[config.mk]
export PLATFORM = sky130hd
export DESIGN_NAME = supv_reset_seq
export DESIGN_NICKNAME = d
export VERILOG_FILES = /design/src/rtl/supv_rst_pkg.sv /design/src/rtl/supv_dip_filter.sv /design/src/rtl/supv_mr_filter.sv /design/src/rtl/supv_hold_timer.sv /design/src/rtl/supv_reset_seq.sv
export SDC_FILE = /design/constraint.sdc
export NUM_CORES = 1
export LEC_CHECK = 0
export CAP_MARGIN = 15
export CORE_AREA = 2 2 59 61
export DETAILED_ROUTE_END_ITERATION = 6
export DIE_AREA = 0 0 61 63
export PLACE_DENSITY = 0.76
export REMOVE_ABC_BUFFERS = 1
export SLEW_MARGIN = 20
export SYNTH_ARGS = -nofsm -noshare
export SYNTH_HDL_FRONTEND = slang
export SYNTH_SLANG_ARGS = --single-unit
[constraint.sdc]
create_clock -name clk -period 1.86 [get_ports clk]
set_input_delay 0.372 -clock clk [delete_from_list [all_inputs] [get_ports clk]]
set_output_delay 0.372 -clock clk [all_outputs]
set_load 0.05 [all_outputs]
[src/rtl/supv_rst_pkg.sv]
package supv_rst_pkg;
   typedef enum logic [1:0] {
      CAUSE_POR    = 2'd0,
      CAUSE_SUPPLY = 2'd1,
      CAUSE_MANUAL = 2'd2,
      CAUSE_WDOG   = 2'd3
   } rst_cause_e;

   // priority: supply, then manual, then watchdog
   function automatic rst_cause_e pick_cause(input logic sup, input logic man);
      if (sup)      return CAUSE_SUPPLY;
      else if (man) return CAUSE_MANUAL;
      else          return CAUSE_WDOG;
   endfunction
endpackage

[src/rtl/supv_dip_filter.sv]
module supv_dip_filter #(
   parameter int FILT = 8
) (
   input  logic clk,
   input  logic arst_n,
   input  logic fail_i,
   input  logic ok_rise_i,
   output logic fault_o
);
   logic flt_q;

   generate
      if (FILT <= 1) begin : g_direct
         always_ff @(posedge clk or negedge arst_n) begin
            if (!arst_n)                       flt_q <= 1'b0;
            else if (!flt_q && fail_i)         flt_q <= 1'b1;
            else if (flt_q && ok_rise_i && !fail_i) flt_q <= 1'b0;
         end
      end else begin : g_count
         localparam int W = $clog2(FILT);
         logic [W-1:0] run_q;
         always_ff @(posedge clk or negedge arst_n) begin
            if (!arst_n) begin
               flt_q <= 1'b0;
               run_q <= '0;
            end else if (flt_q) begin
               run_q <= '0;
               if (ok_rise_i && !fail_i) flt_q <= 1'b0;
            end else if (fail_i) begin
               if (run_q == W'(FILT - 1)) begin
                  flt_q <= 1'b1;
                  run_q <= '0;
               end else begin
                  run_q <= run_q + 1'b1;
               end
            end else begin
               run_q <= '0;
            end
         end
      end
   endgenerate

   assign fault_o = flt_q;
endmodule

[src/rtl/supv_mr_filter.sv]
module supv_mr_filter #(
   parameter int MIN = 4
) (
   input  logic clk,
   input  logic arst_n,
   input  logic mr_n_i,
   output logic active_o
);
   logic act_q;
   logic differ;

   assign differ = (~mr_n_i) != act_q;

   generate
      if (MIN <= 1) begin : g_direct
         always_ff @(posedge clk or negedge arst_n) begin
            if (!arst_n) act_q <= 1'b0;
            else         act_q <= ~mr_n_i;
         end
      end else begin : g_count
         localparam int W = $clog2(MIN);
         logic [W-1:0] run_q;
         always_ff @(posedge clk or negedge arst_n) begin
            if (!arst_n) begin
               act_q <= 1'b0;
               run_q <= '0;
            end else if (differ) begin
               if (run_q == W'(MIN - 1)) begin
                  act_q <= ~act_q;
                  run_q <= '0;
               end else begin
                  run_q <= run_q + 1'b1;
               end
            end else begin
               run_q <= '0;
            end
         end
      end
   endgenerate

   assign active_o = act_q;
endmodule

[src/rtl/supv_hold_timer.sv]
module supv_hold_timer #(
   parameter int CNT_W = 16
) (
   input  logic             clk,
   input  logic             arst_n,
   input  logic             hold_req_i,
   input  logic [CNT_W-1:0] len_i,
   output logic             rst_n_o
);
   logic [CNT_W-1:0] left_q;
   logic             rst_n_q;

   always_ff @(posedge clk or negedge arst_n) begin
      if (!arst_n) begin
         left_q  <= '0;
         rst_n_q <= 1'b0;
      end else if (hold_req_i) begin
         left_q  <= len_i;
         rst_n_q <= 1'b0;
      end else if (left_q > CNT_W'(1)) begin
         left_q  <= left_q - 1'b1;
      end else begin
         left_q  <= '0;
         rst_n_q <= 1'b1;
      end
   end

   assign rst_n_o = rst_n_q;
endmodule

[src/rtl/supv_reset_seq.sv]
module supv_reset_seq
   import supv_rst_pkg::*;
#(
   parameter int CNT_W    = 16,
   parameter int DIP_FILT = 8,
   parameter int MR_MIN   = 4
) (
   input  logic             clk,
   input  logic             arst_n,
   input  logic             supply_fail_i,
   input  logic             supply_ok_rise_i,
   input  logic             mr_n_i,
   input  logic             wdog_fault_i,
   input  logic [CNT_W-1:0] rst_len_i,
   output logic             sys_rst_n_o,
   output logic [1:0]       cause_o
);
   generate
      if (CNT_W < 2)    begin : g_bad_w   $error("CNT_W must be at least 2"); end
      if (DIP_FILT < 1) begin : g_bad_dip $error("DIP_FILT must be at least 1"); end
      if (MR_MIN < 1)   begin : g_bad_mr  $error("MR_MIN must be at least 1"); end
   endgenerate

   logic       sup_flt;
   logic       mr_act;
   logic       por_q;
   logic       src_any;
   logic       hold_req;
   rst_cause_e cause_q;

   supv_dip_filter #(.FILT(DIP_FILT)) u_dip (
      .clk(clk), .arst_n(arst_n),
      .fail_i(supply_fail_i), .ok_rise_i(supply_ok_rise_i),
      .fault_o(sup_flt)
   );

   supv_mr_filter #(.MIN(MR_MIN)) u_mr (
      .clk(clk), .arst_n(arst_n),
      .mr_n_i(mr_n_i), .active_o(mr_act)
   );

   assign src_any  = sup_flt | mr_act | wdog_fault_i;
   assign hold_req = src_any | por_q;

   supv_hold_timer #(.CNT_W(CNT_W)) u_hold (
      .clk(clk), .arst_n(arst_n),
      .hold_req_i(hold_req), .len_i(rst_len_i),
      .rst_n_o(sys_rst_n_o)
   );

   always_ff @(posedge clk or negedge arst_n) begin
      if (!arst_n) begin
         por_q   <= 1'b1;
         cause_q <= CAUSE_POR;
      end else begin
         por_q <= 1'b0;
         if (src_any) cause_q <= pick_cause(sup_flt, mr_act);
      end
   end

   assign cause_o = cause_q;
endmodule

# Word-level counts from Yosys, hierarchy flattened
# Cells that the tools add are included.
[classes]
addsub = 3
order_cmp = 1
n_eq_ne = 4
mux = 15
bitwise_logic = 5
reduce_logical = 3
[op_table]
columns = ["operator", "count"]
rows = [
  ["16-bit 2-to-1 mux", 2],
  ["16-bit by 1-bit > comparator with 1-bit output (second input constant)", 1],
  ["16-bit by 1-bit subtractor with 16-bit output (second input constant)", 1],
  ["3-bit 2-to-1 mux", 3],
  ["1-bit 2-to-1 mux", 7],
  ["2-bit 2-to-1 mux", 3],
  ["3-bit by 1-bit adder with 3-bit output (second input constant)", 1],
  ["3-bit equality test (second input constant)", 1],
  ["1-bit bitwise OR", 3],
  ["2-bit by 1-bit adder with 2-bit output (second input constant)", 1],
  ["2-bit equality test (second input constant)", 1],
  ["2-bit != test (second input constant)", 1],
  ["1-bit NOT", 2],
  ["2-bit AND reduction", 1],
  ["1-bit logical AND", 1],
  ["1-bit logical NOT", 1],
  ["1-bit != test", 1],
]
[word_totals]
ff_bits = 27
in_bits = 22
output_inout_bits = 3

# Longest topological paths before layout
# Gate-level depths: netlist of the first run.
[depth]
depth_word = 4
ltp_mapped = 7
ltp_nobuf = 6

# Cells and area by module
# A second synthesis of the first run with hierarchy kept.
[hier_totals]
hier_cells = 133
hier_area_um2 = 1407.6
[by_module_without_submodules]
columns = ["mod", "n_inst", "cells_each", "area_per_inst_um2", "seq_area_each_um2"]
rows = [
  ["supv_hold_timer", 1, 102, 1011.0, 425.4],
  ["supv_dip_filter", 1, 12, 166.4, 100.1],
  ["supv_mr_filter", 1, 10, 122.6, 75.1],
  ["supv_reset_seq", 1, 9, 107.6, 76.3],
]

# Least setup slack after synthesis of the first run
# No wires, ideal clock.
[synth_timing]
path_kind = "register to register"
startpoint = "reg u_hold.left_q[0]"
endpoint = "reg u_hold.left_q[10]"
setup_time_ps = 145
t_arrival_ps = 1662
required_ps = 1715
setup_slack_ps = 53
stages_incl_launch_ff = 8
n_path_buf = 1
synth_period_minus_slack_ps = 1807
cell_sequence = "dfrtp_1 inv_1 ha_1 clkbuf_1 nor2_1 or3_4 nor3_4 a211oi_2"
[synth_between]
elab_chain_len = 3
word_cells_on_any_way = 4
cone_classes = "add/sub: 1; order compare: 1; mux: 2"
[synth_rtl]
columns = ["element", "line", "rtl"]
rows = [
  ["from (decl)", "supv_hold_timer.sv:10", "logic [CNT_W-1:0] left_q;"],
  ["from (signal assigned)", "supv_hold_timer.sv:18", "left_q <= len_i;"],
  ["from (signal assigned)", "supv_hold_timer.sv:21", "left_q <= left_q - 1'b1;"],
  ["16-bit by 1-bit subtractor with 16-bit output or 16-bit by 1-bit > comparator with 1-bit output (tied branches)", "supv_hold_timer.sv:21, supv_hold_timer.sv:20", ""],
  ["16-bit 2-to-1 mux *", "supv_hold_timer.sv:20", "end else if (left_q > CNT_W'(1)) begin"],
  ["16-bit 2-to-1 mux *", "supv_hold_timer.sv:17", "end else if (hold_req_i) begin"],
]
# Mark *: on every way between the ends. The rest lies on a longest branch, timed or not.
# A chain may end at the register's enable or synchronous reset.

# Final worst setup path of the first run
[layout_timing]
startpoint = "reg u_hold.left_q[14]"
endpoint = "reg u_hold.left_q[3]"
[layout_between]
elab_chain_len = 3
[layout_rtl]
columns = ["element", "line"]
rows = [
  ["16-bit by 1-bit > comparator with 1-bit output", "supv_hold_timer.sv:20"],
  ["16-bit 2-to-1 mux", "supv_hold_timer.sv:20"],
  ["16-bit 2-to-1 mux", "supv_hold_timer.sv:17"],
]
# Every way passes these cells.

==> summary.md, run 1 <==
| Metric | Value |
|---|---|
| Critical Path Source | u_hold.left_q[14]$_DFF_PN0_ |
| Clk Latency, worst-skew pair | 310 ps |
| Antenna diodes | 0 |
| Port bufs | 24 |
| Crit end category | flip-flop |
| Kind of critical path | flip-flop to flip-flop |
| Vias in the first global route | 1148 |
| MaxCap Viol Count | 0 |
| Minimum clock period | 1744 ps |
| Gpl congestion | 0.8152 |
| CP max stage cell | or3_1 |
| Drt first pass iters | 4 |
| Share of layout cells above drive strength 1 | 23.39% |
| # DRC | 0 |
| Crit path largest cell delay | 440 ps |
| Wirelength per Cell | 12.43 um |
| VDD IR max | 0.5403 mV |
| Root Driver | clkbuf_4 |
| Leading area contributor after synthesis | dfrtp_1 |
| Synth unique cells | 30 |
| Startpoint types | flip-flop |
| Post-DP HPWL | 2104 um |
| R2R Path End | u_hold.left_q[3]$_DFF_PN0_ |
| Worst Path Max Fanout | 7 |
| Sinks on Clock Net | 27 |
| Setup-failing EPs final | 0 |
| Vias/cell | 4.982 |
| Die width | 61 um |
| Cell Pwr Density | 772.9 mW/mm^2 |
| Longest Clk Path Bufs | 2 |
| Core footprint | 0.003232 sq mm |
| Post-CTS setup buffers | 0 |
| Vias | 1081 |
| Cell Rows | 21 |
| Area Growth Syn to Fin | 27.83% |
| Area contributors post-synth | dfrtp_1 45%, a211oi_2 7.8%, nor2_1 4.9%, xor2_1 4.8%, ha_1 4.3% |
| H-tree levels | 1 |
| Max Freq | 0.5733 GHz |
| Arrival @ worst endpoint | 1950 ps |
| Number of cells produced by synthesis | 136 |
| Clock Skew | 1.130 ps |
| GRT Overall Usage | 16.18% |
| Leak | 0.0007606 uW |
| Post-route ant nets | 0 |
| Number of synthesized register bits | 27 |
| CTS Buf Count | 3 |
| Cts repair resizes | 0 |
| Maximum number of pins on one net before global-route repair | 28 |
| Final Max Tran Viols | 0 |
| Worst reg2reg setup slack | 120 ps |
| Type of the most critical hold path | primary input to async pin |
| Final-layout fill cell count | 277 |
| CP required | 2070 ps |
| Commonest cells after routing, fill and taps aside | 26 x dfrtp_1, 21 x clkdlybuf4s50_1, 19 x nor2_1 |
| Hold buffers post-CTS | 0 |
| CTS tree | done |
| R2r startpoint | u_hold.left_q[14]$_DFF_PN0_ |
| Aggregate routed wire length | 2697 um |
| RSZ-0062 raised after global routing | no |
| Post-Syn Area | 0.001448 sq mm |
| Final core occ | 57.26% |
| Yosys top cell area share | 44.94% |
| Status | complete, no violations |
| Post-synthesis sequential area ratio | 46.76% |
| Fin. Hold Viols | 0 |
| Syn Area/Cell | 10.64 sq um |
| Top-level port count | 25 |
| Ys Warns | 0 |
| Total grt overflow | 0 |
| Worst-path cell chain | or3_1 -> or3_4 -> o21ai_2 -> o21ai_1 |
| Die area | 0.003843 sq mm |
| Starting Density | 44.79% |
| First-pass GRT wire length | 4795 um |
| Most common cell after layout, fill and taps aside | dfrtp_1 |
| Die Ht | 63 um |
| Crit path capture | u_hold.left_q[3]$_DFF_PN0_ |
| Initial antenna violation count | 0 |
| Nets | 199 |
| DRT iter0 DRCs | 29 |
| Crit share post-route | 93.78% |
| Clock transition at the registers of the reported paths | 140 ps |
| R2R depth | 4 |
| Hold WS | 405.1 ps |
## cell usage after synthesis
cell type   n
dfrtp_1    26
nor2_1     19
a211oi_2    9
nand2_1     8
xor2_1      8
o21ai_1     7
xnor2_1     7
nor3_1      6
ha_1        5
buf_2       4
inv_1       4
a21oi_1     3
nand3_1     3
nand4_1     3
nor3b_1     3
nor4_1      3
or4_4       3
nor4_4      2
or3_1       2
clkbuf_1    1
conb_1      1
dfstp_2     1
nor3_2      1
nor3_4      1
o21a_1      1
o21ai_2     1
o21bai_1    1
or3_2       1
or3_4       1
or4_1       1
## registers in the layout, indices dropped and copies added, names as in the netlist
register             count
u_dip.fault_o            1
u_mr.active_o            1
u_hold.rst_n_o           1
u_dip.g_count.run_q      3
u_hold.left_q           16
por_q                    1
cause_o                  2
u_mr.g_count.run_q       2
## routing by layer
metal  GRT usage (%)  share of wire [%]  up-vias
li1                -                  -      546
met1           20.21                 43      513
met2           28.09                 52       18
met3           3.727                4.3        4
met4           2.989               0.82        0
met5               0                  0        -
## how the worst min path moves through the flow
| stage | startpoint | end | slack [ps] | cells past startpoint |
|---|---|---|---|---|
| 2_1_floorplan | arst_n | cause_o[0]$_DFFE_PN0P_ | 80 | 0 |
| 3_3_place_gp | u_dip.g_count.run_q[0]$_DFF_PN0_ | u_dip.g_count.run_q[0]$_DFF_PN0_ | 430 | 1 |
| 3_5_place_dp | u_dip.g_count.run_q[0]$_DFF_PN0_ | u_dip.g_count.run_q[0]$_DFF_PN0_ | 450 | 1 |
| 5_1_grt | arst_n | u_hold.left_q[4]$_DFF_PN0_ | 400 | 2 |
| 6_report | arst_n | u_hold.left_q[4]$_DFF_PN0_ | 410 | 2 |
| 4_1_cts | arst_n | u_hold.left_q[6]$_DFF_PN0_ | 410 | 2 |
## report_power, final
part	switching, uW	leakage [uW]	total (uW)	internal, uW
registers	89.9	0.000322	769	679
logic	212	0.000421	413	201
clock network	168	0.0000177	248	80.3
total	470	0.000761	1430	960
## final cells by class
class / instances / area (sq um) / share of cell area, %
multi-input cells: 100 / 738.2 / 39.89
repair buffers: 36 / 335.3 / 18.12
inverters: 4 / 15.01 / 0.8114
flip-flops and latches: 27 / 676.9 / 36.58
well taps: 46 / 57.56 / 3.110
clock inverters: 1 / 5.005 / 0.2705
clock buffers: 3 / 22.52 / 1.217
## worst max-delay path: cells and delay by family, from the launching register on
family	cells	cell delay, ps
and+or+nand+nor	2	830
AOI/OAI and AO/OA	2	400
DFF	1	420
## cells by family after synthesis
family | Yosys count | share of synthesized area [%]
AND/OR/NAND/NOR | 57 | 24.03
flip-flops | 27 | 46.76
AO/OA/AOI/OAI | 22 | 12.88
XOR/XNOR | 15 | 9.075
buffers and inverters | 9 | 2.679
adder cells (fa/ha/maj) | 5 | 4.322
other | 1 | 0.2590
## metrics by stage
stage                     cell area, sq um  setup WS (ps)  setup TNS, ps  power, uW  std cells
final                                 1851          115.6              0       1430        217
after global routing                  1851         0.2212              0       1546        217
after CTS                             1851          94.17              0       1454        217
after detailed placement              1823         -85.14         -730.3       1199        213
after global placement                1823         -36.92         -324.0       1178        213
after floorplan                       1424          -1278         -20070       1034        131
Power figures use the tool's default switching activity.
==> inputs of run 2 (changes only) <==
==> constraint.sdc (replaced) <==
create_clock -name clk -period 1.5 [get_ports clk]
set_input_delay 0.3 -clock clk [delete_from_list [all_inputs] [get_ports clk]]
set_output_delay 0.3 -clock clk [all_outputs]
set_load 0.05 [all_outputs]
==> summary.md, run 2 (synthesized netlist as in run 1, its figures left out) <==
| Metric | Value |
|---|---|
| Wirelength per Cell | 14.07 um |
| Total grt overflow | 0 |
| Gpl congestion | 0.8203 |
| Longest Clk Path Bufs | 2 |
| Largest Register | u_hold.left_q |
| CP required | 1780 ps |
| Port bufs | 24 |
| Area Growth Syn to Fin | 44.51% |
| Starting Density | 44.79% |
| Type of the most critical hold path | primary input to async pin |
| Setup-failing EPs final | 16 |
| Most common cell after layout, fill and taps aside | buf_4 |
| Worst reg2reg setup slack | -180 ps |
| Maximum number of pins on one net before global-route repair | 28 |
| Vias/cell | 5.151 |
| Fin. Hold Viols | 0 |
| CTS tree | done |
| Die area | 0.003843 sq mm |
| Final Non-Filler Cells | 239 |
| Commonest cells after routing, fill and taps aside | 33 x buf_4, 26 x dfrtp_1, 21 x clkdlybuf4s50_1 |
| Nets | 221 |
| Worst Path Max Fanout | 3 |
| Drt first pass iters | 4 |
| # DRC | 0 |
| Final Max Tran Viols | 0 |
| Share of layout cells above drive strength 1 | 35.75% |
| Cell Pwr Density | 963.1 mW/mm^2 |
| Dpl ws | -362.1 ps |
| Leak | 0.0008861 uW |
| Post-route ant nets | 0 |
| Vias | 1231 |
| Clock Skew | 14.29 ps |
| Core footprint | 0.003232 sq mm |
| Kind of critical path | flip-flop to flip-flop |
| Minimum clock period | 1678 ps |
| R2r startpoint | u_hold.left_q[9]$_DFF_PN0_ |
| Arrival @ worst endpoint | 1960 ps |
| Antenna diodes | 0 |
| Post-DP HPWL | 2469 um |
| Clk Latency, worst-skew pair | 340 ps |
| Crit share post-route | 111.9% |
| Largest register FFs | 16 |
| Root Driver | clkbuf_4 |
| Startpoint types | flip-flop |
| CTS Buf Count | 3 |
| Critical Path Source | u_hold.left_q[9]$_DFF_PN0_ |
| H-tree levels | 1 |
| Vias in the first global route | 1369 |
| Cell Rows | 21 |
| Clock transition at the registers of the reported paths | 170 ps |
| Sinks on Clock Net | 27 |
| Top-level port count | 25 |
| GRT Overall Usage | 19.24% |
| VDD IR max | 0.7864 mV |
| Max Freq | 0.5959 GHz |
| Aggregate routed wire length | 3362 um |
| First-pass GRT wire length | 5554 um |
| DRT iter0 DRCs | 32 |
| Fin worst setup slack | -178.1 ps |
| Crit end category | flip-flop |
| Die Ht | 63 um |
| Die width | 61 um |
| Initial antenna violation count | 0 |
| Biggest registers after layout | u_hold.left_q x16, u_dip.g_count.run_q x3 |
| Status | complete, but fails checks |
| Hold buffers post-CTS | 0 |
| RSZ-0062 raised after global routing | yes |
| Failing checks | setup timing |
| Placed insts | 230 |
| MaxCap Viol Count | 0 |
run 2: timing repair:
| item | CTS | global route |
|---|---|---|
| endpoints found under the setup margin | 16 | 17 |
| gates resized for setup | 6 | 3 |
| buffers inserted | 4 | 1 |
| pin swaps | 5 | 6 |
run 2: worst max-delay path, stage by stage, from the launching register on:
cell and delay, ps:
dfrtp_1 430, or4_4 590, nor4_4 290, xnor2_1 130
a211oi_2 180
run 2: worst paths after layout:
path                                                    to  cells past startpoint
max in group asynchronous                  por_q$_DFF_PN1_                      2
setup / recovery               u_hold.left_q[15]$_DFF_PN0_                      4
setup reg to reg               u_hold.left_q[15]$_DFF_PN0_                      4
hold reg to reg            u_mr.g_count.run_q[0]$_DFF_PN0_                      1
hold / removal                  u_hold.left_q[0]$_DFF_PN0_                      2
min in group clk           u_mr.g_count.run_q[0]$_DFF_PN0_                      1
run 2: power breakdown:
group	switching, uW	leakage (uW)	total (uW)	internal, uW
clock	240	0.0000183	349	109
combinational	358	0.000545	747	389
sequential	77.1	0.000322	919	842
total	676	0.000886	2010	1340
run 2: layout make-up:
type,instances,area (sq um)
well taps,46,57.56
repair buffers,58,529.3
multi-input cells,100,782.0
inverters,4,15.01
flip-flops and latches,27,676.9
fillers,271,1140
clock buffers,3,22.52
clock inverters,1,8.758
run 2: per-stage QoR:
step / utilization [%] / TNS [ps] / area, sq um / power [uW] / hold WS [ps]
after global routing: 64.73 / -3582 / 2092 / 2124 / 335.7
after CTS: 64.00 / -2292 / 2068 / 2005 / 319.4
final: 64.73 / -2437 / 2092 / 2015 / 310.1
after global placement: 61.13 / -4549 / 1976 / 1591 / 425.5
after detailed placement: 61.13 / -5308 / 1976 / 1629 / 429.3
after floorplan: - / -26190 / 1424 / 1282 / 4.409
run 2: metal layers:
metal,track usage [%],vias up,part of all wire (%)
met4,5.707,0,1.4
met2,36.42,21,55
met1,19.63,612,39
met3,4.969,4,4.1
met5,0,-,0
li1,-,594,-
